[config.mk]
export PLATFORM = sky130hd
export DESIGN_NAME = bus_cycle_term
export DESIGN_NICKNAME = d
export VERILOG_FILES = /design/src/rtl/bct_pkg.sv /design/src/rtl/bct_region_decode.sv /design/src/rtl/bct_cycle_fsm.sv /design/src/rtl/bct_stall_monitor.sv /design/src/rtl/bus_cycle_term.sv
export SDC_FILE = /design/constraint.sdc
export NUM_CORES = 1
export LEC_CHECK = 0
export ABC_CLOCK_PERIOD_IN_PS = 4000
export CORE_MARGIN = 2
export CORE_UTILIZATION = 33
export CTS_CLUSTER_SIZE = 12
export DETAILED_ROUTE_END_ITERATION = 10
export SLEW_MARGIN = 25
export SYNTH_ARGS = -nofsm -noshare
export SYNTH_HDL_FRONTEND = slang
export SYNTH_HIERARCHICAL = 1
export SYNTH_SLANG_ARGS = --single-unit
[constraint.sdc]
create_clock -name clk -period 4 [get_ports clk]
set_input_delay 1.2 -clock clk [delete_from_list [all_inputs] [get_ports clk]]
set_output_delay 1.2 -clock clk [all_outputs]
set_load 0.05 [all_outputs]
[src/rtl/bct_pkg.sv]
package bct_pkg;
  typedef enum logic [1:0] {ST_IDLE, ST_WAIT, ST_TERM} cyc_state_t;

  localparam logic [1:0] PW_NONE = 2'd0;
  localparam logic [1:0] PW_8    = 2'd1;
  localparam logic [1:0] PW_16   = 2'd2;
  localparam logic [1:0] PW_32   = 2'd3;

  // Active-high acknowledge pair {line1, line0} for a port width code
  function automatic logic [1:0] ack_lines(input logic [1:0] pw);
    case (pw)
      PW_32:   return 2'b11;
      PW_16:   return 2'b10;
      PW_8:    return 2'b01;
      default: return 2'b00;
    endcase
  endfunction
endpackage

[src/rtl/bct_region_decode.sv]
module bct_region_decode #(
  parameter int REGION_BITS = 3,
  parameter int WAIT_W      = 4,
  parameter int CNT_W       = 5,
  parameter int BERR_TMO    = 6,
  parameter logic [(1<<REGION_BITS)*2-1:0]      WIDTH_TABLE = '0,
  parameter logic [(1<<REGION_BITS)*WAIT_W-1:0] WAIT_TABLE  = '0,
  parameter logic [(1<<REGION_BITS)-1:0]        RO_TABLE    = '0
) (
  input  logic [REGION_BITS-1:0] addr,
  input  logic                   rw,
  output logic                   dec_err,
  output logic [1:0]             dec_width,
  output logic [CNT_W-1:0]       dec_delay
);
  function automatic logic [1:0] width_of(input logic [REGION_BITS-1:0] r);
    return WIDTH_TABLE[2*r +: 2];
  endfunction

  function automatic logic [WAIT_W-1:0] waits_of(input logic [REGION_BITS-1:0] r);
    return WAIT_TABLE[WAIT_W*r +: WAIT_W];
  endfunction

  always_comb begin
    dec_width = width_of(addr);
    dec_err   = (dec_width == bct_pkg::PW_NONE) || (RO_TABLE[addr] && !rw);
    dec_delay = dec_err ? CNT_W'(BERR_TMO) : CNT_W'(waits_of(addr));
  end
endmodule

[src/rtl/bct_cycle_fsm.sv]
module bct_cycle_fsm #(
  parameter int CNT_W = 5
) (
  input  logic             clk,
  input  logic             rst_n,
  input  logic             as_n,
  input  logic             dec_err,
  input  logic [1:0]       dec_width,
  input  logic [CNT_W-1:0] dec_delay,
  output logic             term_o,
  output logic             err_o,
  output logic [1:0]       width_o
);
  import bct_pkg::*;

  cyc_state_t       state;
  logic [CNT_W-1:0] cnt;

  always_ff @(posedge clk) begin
    if (!rst_n) begin
      state   <= ST_IDLE;
      cnt     <= '0;
      err_o   <= 1'b0;
      width_o <= PW_NONE;
    end else begin
      case (state)
        ST_IDLE: if (!as_n) begin
          err_o   <= dec_err;
          width_o <= dec_width;
          cnt     <= dec_delay;
          state   <= (dec_delay == '0) ? ST_TERM : ST_WAIT;
        end
        ST_WAIT: begin
          if (as_n)                      state <= ST_IDLE;
          else if (cnt == CNT_W'(1))     state <= ST_TERM;
          else                           cnt   <= cnt - 1'b1;
        end
        ST_TERM: if (as_n) state <= ST_IDLE;
        default: state <= ST_IDLE;
      endcase
    end
  end

  assign term_o = (state == ST_TERM);

  // a termination only begins after the strobe was seen low
  a_r1_term_needs_strobe: assert property (@(posedge clk) disable iff (!rst_n)
    $rose(term_o) |-> $past(!as_n));
endmodule

[src/rtl/bct_stall_monitor.sv]
module bct_stall_monitor #(
  parameter int STALL_CLKS = 16
) (
  input  logic clk,
  input  logic rst_n,
  input  logic as_n,
  output logic stall_trig
);
  localparam int STALL_W = $clog2(STALL_CLKS + 1);

  logic [STALL_W-1:0] low_cnt;

  always_ff @(posedge clk) begin
    if (!rst_n || as_n) begin
      low_cnt    <= '0;
      stall_trig <= 1'b0;
    end else begin
      if (low_cnt != STALL_W'(STALL_CLKS)) low_cnt <= low_cnt + 1'b1;
      stall_trig <= (low_cnt == STALL_W'(STALL_CLKS - 1));
    end
  end

  // trigger is a single-clock pulse
  a_r8_single_pulse: assert property (@(posedge clk) disable iff (!rst_n)
    stall_trig |=> !stall_trig);
endmodule

[src/rtl/bus_cycle_term.sv]
module bus_cycle_term #(
  parameter int REGION_BITS = 3,
  parameter int WAIT_W      = 4,
  parameter int BERR_TMO    = 6,
  parameter int STALL_CLKS  = 16,
  parameter logic [(1<<REGION_BITS)*2-1:0]      WIDTH_TABLE = 16'h18DB,
  parameter logic [(1<<REGION_BITS)*WAIT_W-1:0] WAIT_TABLE  = 32'h0050_2310,
  parameter logic [(1<<REGION_BITS)-1:0]        RO_TABLE    = 8'h48
) (
  input  logic                   clk,
  input  logic                   rst_n,
  input  logic                   as_n,
  input  logic                   rw,
  input  logic [REGION_BITS-1:0] addr,
  output logic                   dsack0_n,
  output logic                   dsack1_n,
  output logic                   berr_n,
  output logic                   stall_trig
);
  localparam int CNT_W = $clog2((1 << WAIT_W) + BERR_TMO);

  logic             dec_err;
  logic [1:0]       dec_width;
  logic [CNT_W-1:0] dec_delay;
  logic             term, err;
  logic [1:0]       width;
  logic [1:0]       ack_act;

  bct_region_decode #(
    .REGION_BITS(REGION_BITS), .WAIT_W(WAIT_W), .CNT_W(CNT_W),
    .BERR_TMO(BERR_TMO), .WIDTH_TABLE(WIDTH_TABLE),
    .WAIT_TABLE(WAIT_TABLE), .RO_TABLE(RO_TABLE)
  ) u_dec (
    .addr(addr), .rw(rw), .dec_err(dec_err),
    .dec_width(dec_width), .dec_delay(dec_delay)
  );

  bct_cycle_fsm #(.CNT_W(CNT_W)) u_fsm (
    .clk(clk), .rst_n(rst_n), .as_n(as_n),
    .dec_err(dec_err), .dec_width(dec_width), .dec_delay(dec_delay),
    .term_o(term), .err_o(err), .width_o(width)
  );

  bct_stall_monitor #(.STALL_CLKS(STALL_CLKS)) u_stall (
    .clk(clk), .rst_n(rst_n), .as_n(as_n), .stall_trig(stall_trig)
  );

  assign ack_act  = (term && !err) ? bct_pkg::ack_lines(width) : 2'b00;
  assign dsack0_n = !ack_act[0];
  assign dsack1_n = !ack_act[1];
  assign berr_n   = !(term && err);

  // strobe seen high releases every termination line by the next edge
  a_r6_release: assert property (@(posedge clk) disable iff (!rst_n)
    as_n |=> (dsack0_n && dsack1_n && berr_n));

  // bus error and acknowledge are exclusive
  a_r10_exclusive: assert property (@(posedge clk) disable iff (!rst_n)
    !berr_n |-> (dsack0_n && dsack1_n));
endmodule

=== Word level (Yosys, flattened, before mapping) ===
Memories as Yosys holds them, arrays and structs flattened.
Cells that the tools add are included.

* Bits in read-only memories: 8
* Flip-flop bits (word level): 16
* Memories kept: 1

{| class="wikitable"
|+ Memories
! memory !! depth !! width !! rd ports !! clocked after memory_dff !! write ports !! RTL line !! text
|-
| (name not given) || 8 || 1 || 1 || 0 || 0 || bct_region_decode.sv:26 || <nowiki>dec_err = (dec_width == bct_pkg::PW_NONE) || (RO_TABLE[addr] && !rw);</nowiki>
|}

* Multiplexer cells: 14
* Reduce and logical (&&, ||, !) cells: 18
* Equal/unequal tests: 13
* Shift-type cells: 2
* $add $sub $neg: 2
* Bitwise operators: 1
* $lt $le $gt $ge: 1

{| class="wikitable"
|+ Operators with widths
! operator !! number
|-
| 32-bit by 6-bit indexed part select with 4-bit output, first input constant || 1
|-
| 16-bit by 5-bit indexed part select with 2-bit output, first input constant || 1
|-
| 5-bit 2-to-1 mux || 3
|-
| 2-bit 2-to-1 mux || 6
|-
| 2-bit one-hot mux with 3 select lines || 2
|-
| 5-bit one-hot mux with 2 select lines || 1
|-
| 2-bit inequality test, second input constant || 4
|-
| 2-bit equality test, second input constant || 3
|-
| 1-bit logical NOT || 6
|-
| 5-bit by 1-bit adder with 5-bit output, second input constant || 1
|-
| 5-bit by 1-bit equality test with 1-bit output, second input constant || 1
|-
| 5-bit by 4-bit equality test with 1-bit output, second input constant || 1
|-
| 5-bit logical NOT || 1
|-
| 5-bit inequality test, second input constant || 1
|-
| 5-bit by 1-bit subtractor with 5-bit output, second input constant || 1
|-
| 2-bit by 1-bit equality test with 1-bit output, second input constant || 2
|-
| 2-bit logical NOT || 2
|-
| 3-bit by 4-bit < comparator with 1-bit output, second input constant || 1
|-
| 4-bit 2-to-1 mux || 1
|-
| 4-bit AND reduction || 1
|-
| 1-bit logical AND || 3
|-
| 3-bit by 2-bit inequality test with 1-bit output, second input constant || 1
|-
| 3-bit AND reduction || 1
|-
| 1-bit logical OR || 2
|-
| other kinds (4) || 4
|}

=== Longest topological paths before layout ===
* Depth after elaboration: 9
* Gate-level depth with buffers: 8

=== Hierarchy ===
Netlist, hierarchy kept.

{| class="wikitable"
|+ By module, submodules not included
! module !! cells an instance !! sequential area each (µm²) !! area each (µm²) !! times used
|-
| bct_cycle_fsm || 72 || 200.2 || 645.6 || 1
|-
| bct_stall_monitor || 31 || 120.1 || 291.5 || 1
|-
| bct_region_decode || 29 || 0.0 || 214.0 || 1
|-
| bus_cycle_term || 3 || 0.0 || 18.8 || 1
|}

=== Least setup slack after synthesis ===
No wires, ideal clock.

* Path kind: input port to flip-flop
* Start point: in addr[1]
* End point: reg u_fsm.cnt[0]
* Stages: 8
* Buffers on the path: 0
* Required time: 3940 ps
* Arrival: 2440 ps
* Path slack: 1500 ps
* Path through: inv_1 -> ha_1 -> and3b_1 -> a21oi_2 -> nor2b_1 -> inv_1 -> a221oi_1 -> o221a_1

* Cells in the longest elaborated chain, start to end: 7
* Elaborated cells on any way between the ends: 10
* Classes of those cells: shift (2); mux (4); reduce/logical (3); memory (1)

{| class="wikitable"
|+ Ends and longest elaborated chain
! what !! RTL line !! text
|-
| from (decl) || bus_cycle_term.sv:14 || <nowiki>input logic [REGION_BITS-1:0] addr,</nowiki>
|-
| memory read 8 x 1 bit || - ||
|-
| 1-bit 2-to-1 mux (not written as such) || bct_region_decode.sv:26 ||
|-
| 1-bit logical AND || bct_region_decode.sv:26 ||
|-
| 1-bit logical OR || bct_region_decode.sv:26 ||
|-
| 4-bit 2-to-1 mux * || bct_region_decode.sv:27 || <nowiki>dec_delay = dec_err ? CNT_W'(BERR_TMO) : CNT_W'(waits_of(addr));</nowiki>
|-
| via dec_delay[0] || bus_cycle_term.sv:24 || <nowiki>logic [CNT_W-1:0] dec_delay;</nowiki>
|-
| 5-bit 2-to-1 mux * || bct_cycle_fsm.sv:27 || <nowiki>ST_IDLE: if (!as_n) begin</nowiki>
|-
| 5-bit one-hot mux with 2 select lines * || bct_cycle_fsm.sv:26 || <nowiki>case (state)</nowiki>
|-
| to (signal assigned) || bct_cycle_fsm.sv:30 || <nowiki>cnt <= dec_delay;</nowiki>
|-
| to (signal assigned) || bct_cycle_fsm.sv:36 || <nowiki>else cnt <= cnt - 1'b1;</nowiki>
|-
| to (decl) || bct_cycle_fsm.sv:17 || <nowiki>logic [CNT_W-1:0] cnt;</nowiki>
|}

The timed path passes the listed nets; every way through them passes the cells marked *. The select of a mux whose other input is x is not followed.
A chain may end at the register's enable or synchronous reset.

=== Worst setup path in the final report ===
* Start point: reg u_fsm.state[0]
* End point: out dsack0_n

* Cells in the longest elaborated chain, start to end: 4

{| class="wikitable"
|+ Ends and longest elaborated chain
! what !! RTL line !! text
|-
| from (decl) || bct_cycle_fsm.sv:16 || <nowiki>cyc_state_t state;</nowiki>
|-
| from (signal assigned) || bct_cycle_fsm.sv:31 || <nowiki>state <= (dec_delay == '0) ? ST_TERM : ST_WAIT;</nowiki>
|-
| 2-bit equality test || bct_cycle_fsm.sv:44 || <nowiki>assign term_o = (state == ST_TERM);</nowiki>
|-
| via term || bus_cycle_term.sv:25 || <nowiki>logic term, err;</nowiki>
|-
| 1-bit logical AND || bus_cycle_term.sv:48 || <nowiki>assign ack_act = (term && !err) ? bct_pkg::ack_lines(width) : 2'b00;</nowiki>
|-
| 2-bit 2-to-1 mux || bus_cycle_term.sv:48 ||
|-
| 1-bit logical NOT || bus_cycle_term.sv:49 || <nowiki>assign dsack0_n = !ack_act[0];</nowiki>
|-
| to (decl) || bus_cycle_term.sv:15 || <nowiki>output logic dsack0_n,</nowiki>
|}

The timed path passes the listed nets, and every way through them passes these cells.

==> results.md <==
- The number of buffers inserted for hold repair after clock tree synthesis is 0.
- The worst setup path is captured at a primary output.
- The number of global-route vias before repair is 945.
- The clock root buffer is sky130_fd_sc_hd__clkbuf_4.
- By area the synthesized netlist is led by sky130_fd_sc_hd__dfxtp_1 (27%), sky130_fd_sc_hd__ha_1 (9.6%), sky130_fd_sc_hd__nand2_1 (4.5%), sky130_fd_sc_hd__nor2_1 (3.5%), sky130_fd_sc_hd__nand3b_1 (3.2%).
- The number of setup buffers added after CTS is 0.
- Global routing consumed, on the met3 layer, 1.07% of the routing resources.
- The number of H-tree branching levels is 1.
- Data arrives at the worst endpoint at 2.11 ns.
- After routing the design area is 1320 sq um.
- The hold violation count in the final report was 0.
- The average size of a mapped cell is 8.67 sq um.
- The detailed-routing iteration count for the pre-antenna-repair pass is 4.
- The initial detailed-routing violation count is 29.
- In the finished design, the share of the clock period the worst path needs comes to 82.7%.
- After synthesis, the largest area contributor takes up 27.4% of total cell area.
- In the synthesized netlist, the cells that appear most often are sky130_fd_sc_hd__dfxtp_1 (16), sky130_fd_sc_hd__nand2_1 (14), sky130_fd_sc_hd__nor2_1 (11), sky130_fd_sc_hd__ha_1 (9), sky130_fd_sc_hd__inv_1 (9).
- For this run, global-route usage on met1 was measured as 14.3%.
- The first global-routing pass estimated 3980 um of wire.
- Input and output buffers added on the ports amount to 10.
- In this run the deepest clock path goes through 2 buffers.
- The total routing resource utilization after global routing is 12.3%.
- Entering global routing, the biggest net connects 18 pins.
- Counting both buffers and inverters, the worst setup path holds a total of 1.
- The clock latency on the worst-skew pair is 0.29 ns.
- The time the worst path needs with I/O delays and setup is 3.31 ns.
- The final weighted congestion in routability-driven placement is 0.814.
- The number of buffers created by CTS is 3.
- The final net count is 160.
- The clock tree from TritonCTS is done.
- Synthesis inferred 16 register bits.
- Combinational cells account for 21.6% of the total power.
- Setup violations remaining at the end of the flow were counted as 0.
- The clock network is responsible for 29.1% of the overall power.
- The area added between synthesis and finish is 13.2%.
- The height of the die is 63.5 um.
- The number of antenna violations at the first check in global routing is 0.
- In this design, the stage delay of the slowest critical-path cell is 0.82 ns.
- The worst pin sits at a relative slew slack of 60.6%.
- The largest individual stage delay along the critical path comes from the cell sky130_fd_sc_hd__clkdlybuf4s50_1.
- Overall power consumption after layout is estimated at 0.372 mW.
- For this run, asynchronously set or reset flops after synthesis account for 0%.
- Counting distinct cell types in the post-synthesis netlist gives 49.
- Summed over all layers, the routed wires come to 2280 um.
- The floorplan step defined a core boundary enclosing 3360 sq um.
- The count of vias placed by the detailed router is 972.
- Counting every sink on the clock net gives 16.
- The worst setup path is launched from a flop.
- The number of cells upsized or downsized after cts is 0.
- In this run the power density over the cells is 281 nW/um^2.
- The clock edge transition at the registers on the reported setup and hold paths is 0.10 ns.
- The HPWL after detailed placement is 1760 um.
- The largest total area in the synthesized netlist belongs to sky130_fd_sc_hd__dfxtp_1.
- The most utilized layer in the global route result is met2.
- Setup repair after global routing left no endpoint under its margin.
- The share of synthesized area occupied by flip-flops and latches is 27.4%.
- The setup path with the least slack is of type reg -> out.
- The number of pins with negative max-slew slack in the final report is 0.
- The internal portion of the total power is 0.263 mW.
- The synthesized cell area is 1170 sq um.
- The average vias per placed instance is 5.14.
- For this run, the number of Yosys warnings is 6.
- The final setup TNS is 0 ns.
- The part of the total power dissipated in sequential elements is 49.3%.
- The dominant cell by count in the synthesized netlist is sky130_fd_sc_hd__dfxtp_1.
- The commonest register cell after synthesis is sky130_fd_sc_hd__dfxtp_1.
- The achievable clock frequency is 302 MHz.
- The transition time at the pin with the least slew margin is 0.590 ns.
- The maximum resistive drop on vdd is 0.0787 mV.
- The area of the die is 4040 sq um.
- The final routed DRC violation total is 0.
- The signal on the critical path passes through nor2b_1 > nand3b_1 > clkdlybuf4s50_1.
- Net switching is 29.2% of the power.
- The repair_antennas step left the layout with diodes totalling 0.
- Global routing consumed, on the met2 layer, 21.6% of the routing resources.
- The effective utilization at floorplan is 34.8%.
- The instance count of the mapped netlist is 135.
- The count of nets left with antenna violations after detail routing is 0.
- The number of max-cap violations is 0.
- The worst path required time is 2.80 ns.
- Among cell families on the critical path, the largest total delay comes from buffers and inverters.
- The placed instances occupy a cell area of 1290 sq um.
- The row count is 21.
- In the final routed layout, each cell accounts on average for 12.0 um.
- The total overflow left after global routing is 0.
- In this run the count of I/O pins placed on the die edge is 11.
- The switching power is 0.109 mW.
- For this design the static power due to leakage is 0.498 nW.
- Measured along the x axis, the die boundary spans 63.5 um.
- The class of the most critical hold timing path is reg -> reg.
- The number of synthesized flops with an enable pin is 0.
- The setup clock skew after layout is 0.00474 ns.
- The flow ran to the end, and the final reports show no timing, DRC or antenna violations.
- The post-route netlist has 12.6% of its cells at a drive strength greater than 1.
- Along the worst path, the maximum fanout reaches 17.
[cells in the final DEF, fill, tap and decap left out, types with 2 or more instances in the layout]
cell,instances
sky130_fd_sc_hd__a21boi_0,2
sky130_fd_sc_hd__a21oi_1,2
sky130_fd_sc_hd__a21oi_2,3
sky130_fd_sc_hd__clkbuf_4,3
sky130_fd_sc_hd__clkdlybuf4s50_1,10
sky130_fd_sc_hd__conb_1,2
sky130_fd_sc_hd__dfxtp_1,16
sky130_fd_sc_hd__ha_1,9
sky130_fd_sc_hd__inv_1,9
sky130_fd_sc_hd__mux2i_1,3
sky130_fd_sc_hd__nand2_1,14
sky130_fd_sc_hd__nand2b_1,5
sky130_fd_sc_hd__nand3_1,3
sky130_fd_sc_hd__nand3b_1,5
sky130_fd_sc_hd__nor2_1,11
sky130_fd_sc_hd__nor2b_1,4
sky130_fd_sc_hd__nor3_1,2
sky130_fd_sc_hd__nor3_2,2
sky130_fd_sc_hd__o211ai_1,4
sky130_fd_sc_hd__o21ai_0,4
sky130_fd_sc_hd__o41ai_2,2
sky130_fd_sc_hd__xnor2_1,2
[path summary, 6_finish.rpt]
check	startpoint	to	slack, ns	cells past startpoint
min reg2reg	u_fsm/width_o[1]$_SDFFE_PN0P_	u_fsm/width_o[1]$_SDFFE_PN0P_	0.48	2
min	u_fsm/width_o[1]$_SDFFE_PN0P_	u_fsm/width_o[1]$_SDFFE_PN0P_	0.48	2
max reg2reg	u_fsm/state[0]$_SDFFE_PN0P_	u_fsm/cnt[2]$_SDFFE_PN0P_	2.27	3
max	u_fsm/state[0]$_SDFFE_PN0P_	dsack0_n	0.69	3
[cell families (layout without fill, tap and decap cells)]
logic type      count (synthesis)  after routing  share of synthesized area, %
compound gates                 27             27                          19.4
buf+inv                        16             23                          6.63
xor+xnor                        3              3                          2.25
flops                          16             16                          27.4
mux                             4              4                          3.53
fa+ha+maj                       9              9                          9.63
simple gates                   59             59                          30.9
other cells                     1              2                         0.321
[metal layers]
metal | up-vias | wire length [um]
met5 | - | 0
met4 | 0 | 27
met3 | 2 | 65
met2 | 22 | 1140
met1 | 464 | 1040
li1 | 484 | -
[cell type report]
class / count / area, sq um
Fill cell: 370 / 2040
Multi-Input combinational cell: 104 / 776
Sequential cell: 16 / 320
Timing Repair Buffer: 10 / 100
Tap cell: 46 / 57.6
Clock buffer: 4 / 36.3
Inverter: 9 / 33.8
[power by group through the flow]
| stage | clock [mW] | combinational, mW | sequential [mW] |
|---|---|---|---|
| 6_report | 0.108 | 0.0802 | 0.183 |
| 4_1_cts | 0.114 | 0.0804 | 0.183 |
| 5_1_grt | 0.120 | 0.0899 | 0.185 |
| 3_3_place_gp | 0 | 0.0784 | 0.186 |
| 3_5_place_dp | 0 | 0.0799 | 0.187 |
| 2_1_floorplan | 0 | 0.0653 | 0.181 |
[registers in the layout, summed over array words and instances, names as in the netlist]
name	flops
u_fsm/cnt	5
u_stall/low_cnt	5
u_fsm/state	2
u_fsm/width_o	2
u_fsm/err_o	1
u_stall/stall_trig	1
[worst min-delay path, stage by stage, from the launching register on]
cell and delay, ns:
sky130_fd_sc_hd__dfxtp_1 0.32, sky130_fd_sc_hd__o21ai_0 0.06, sky130_fd_sc_hd__a21boi_1 0.06
[stage by stage]
step	worst slack, ns	utilization (%)	hold slack, ns	cells
after CTS	0.701	39.4	0.484	189
after floorplan	1.50	-	0.452	136
after global placement	0.753	38.3	0.469	185
final	0.693	39.4	0.483	189
after detailed placement	0.677	38.3	0.469	185
after global routing	0.552	39.4	0.521	189
(Power assumes the default switching activity.)
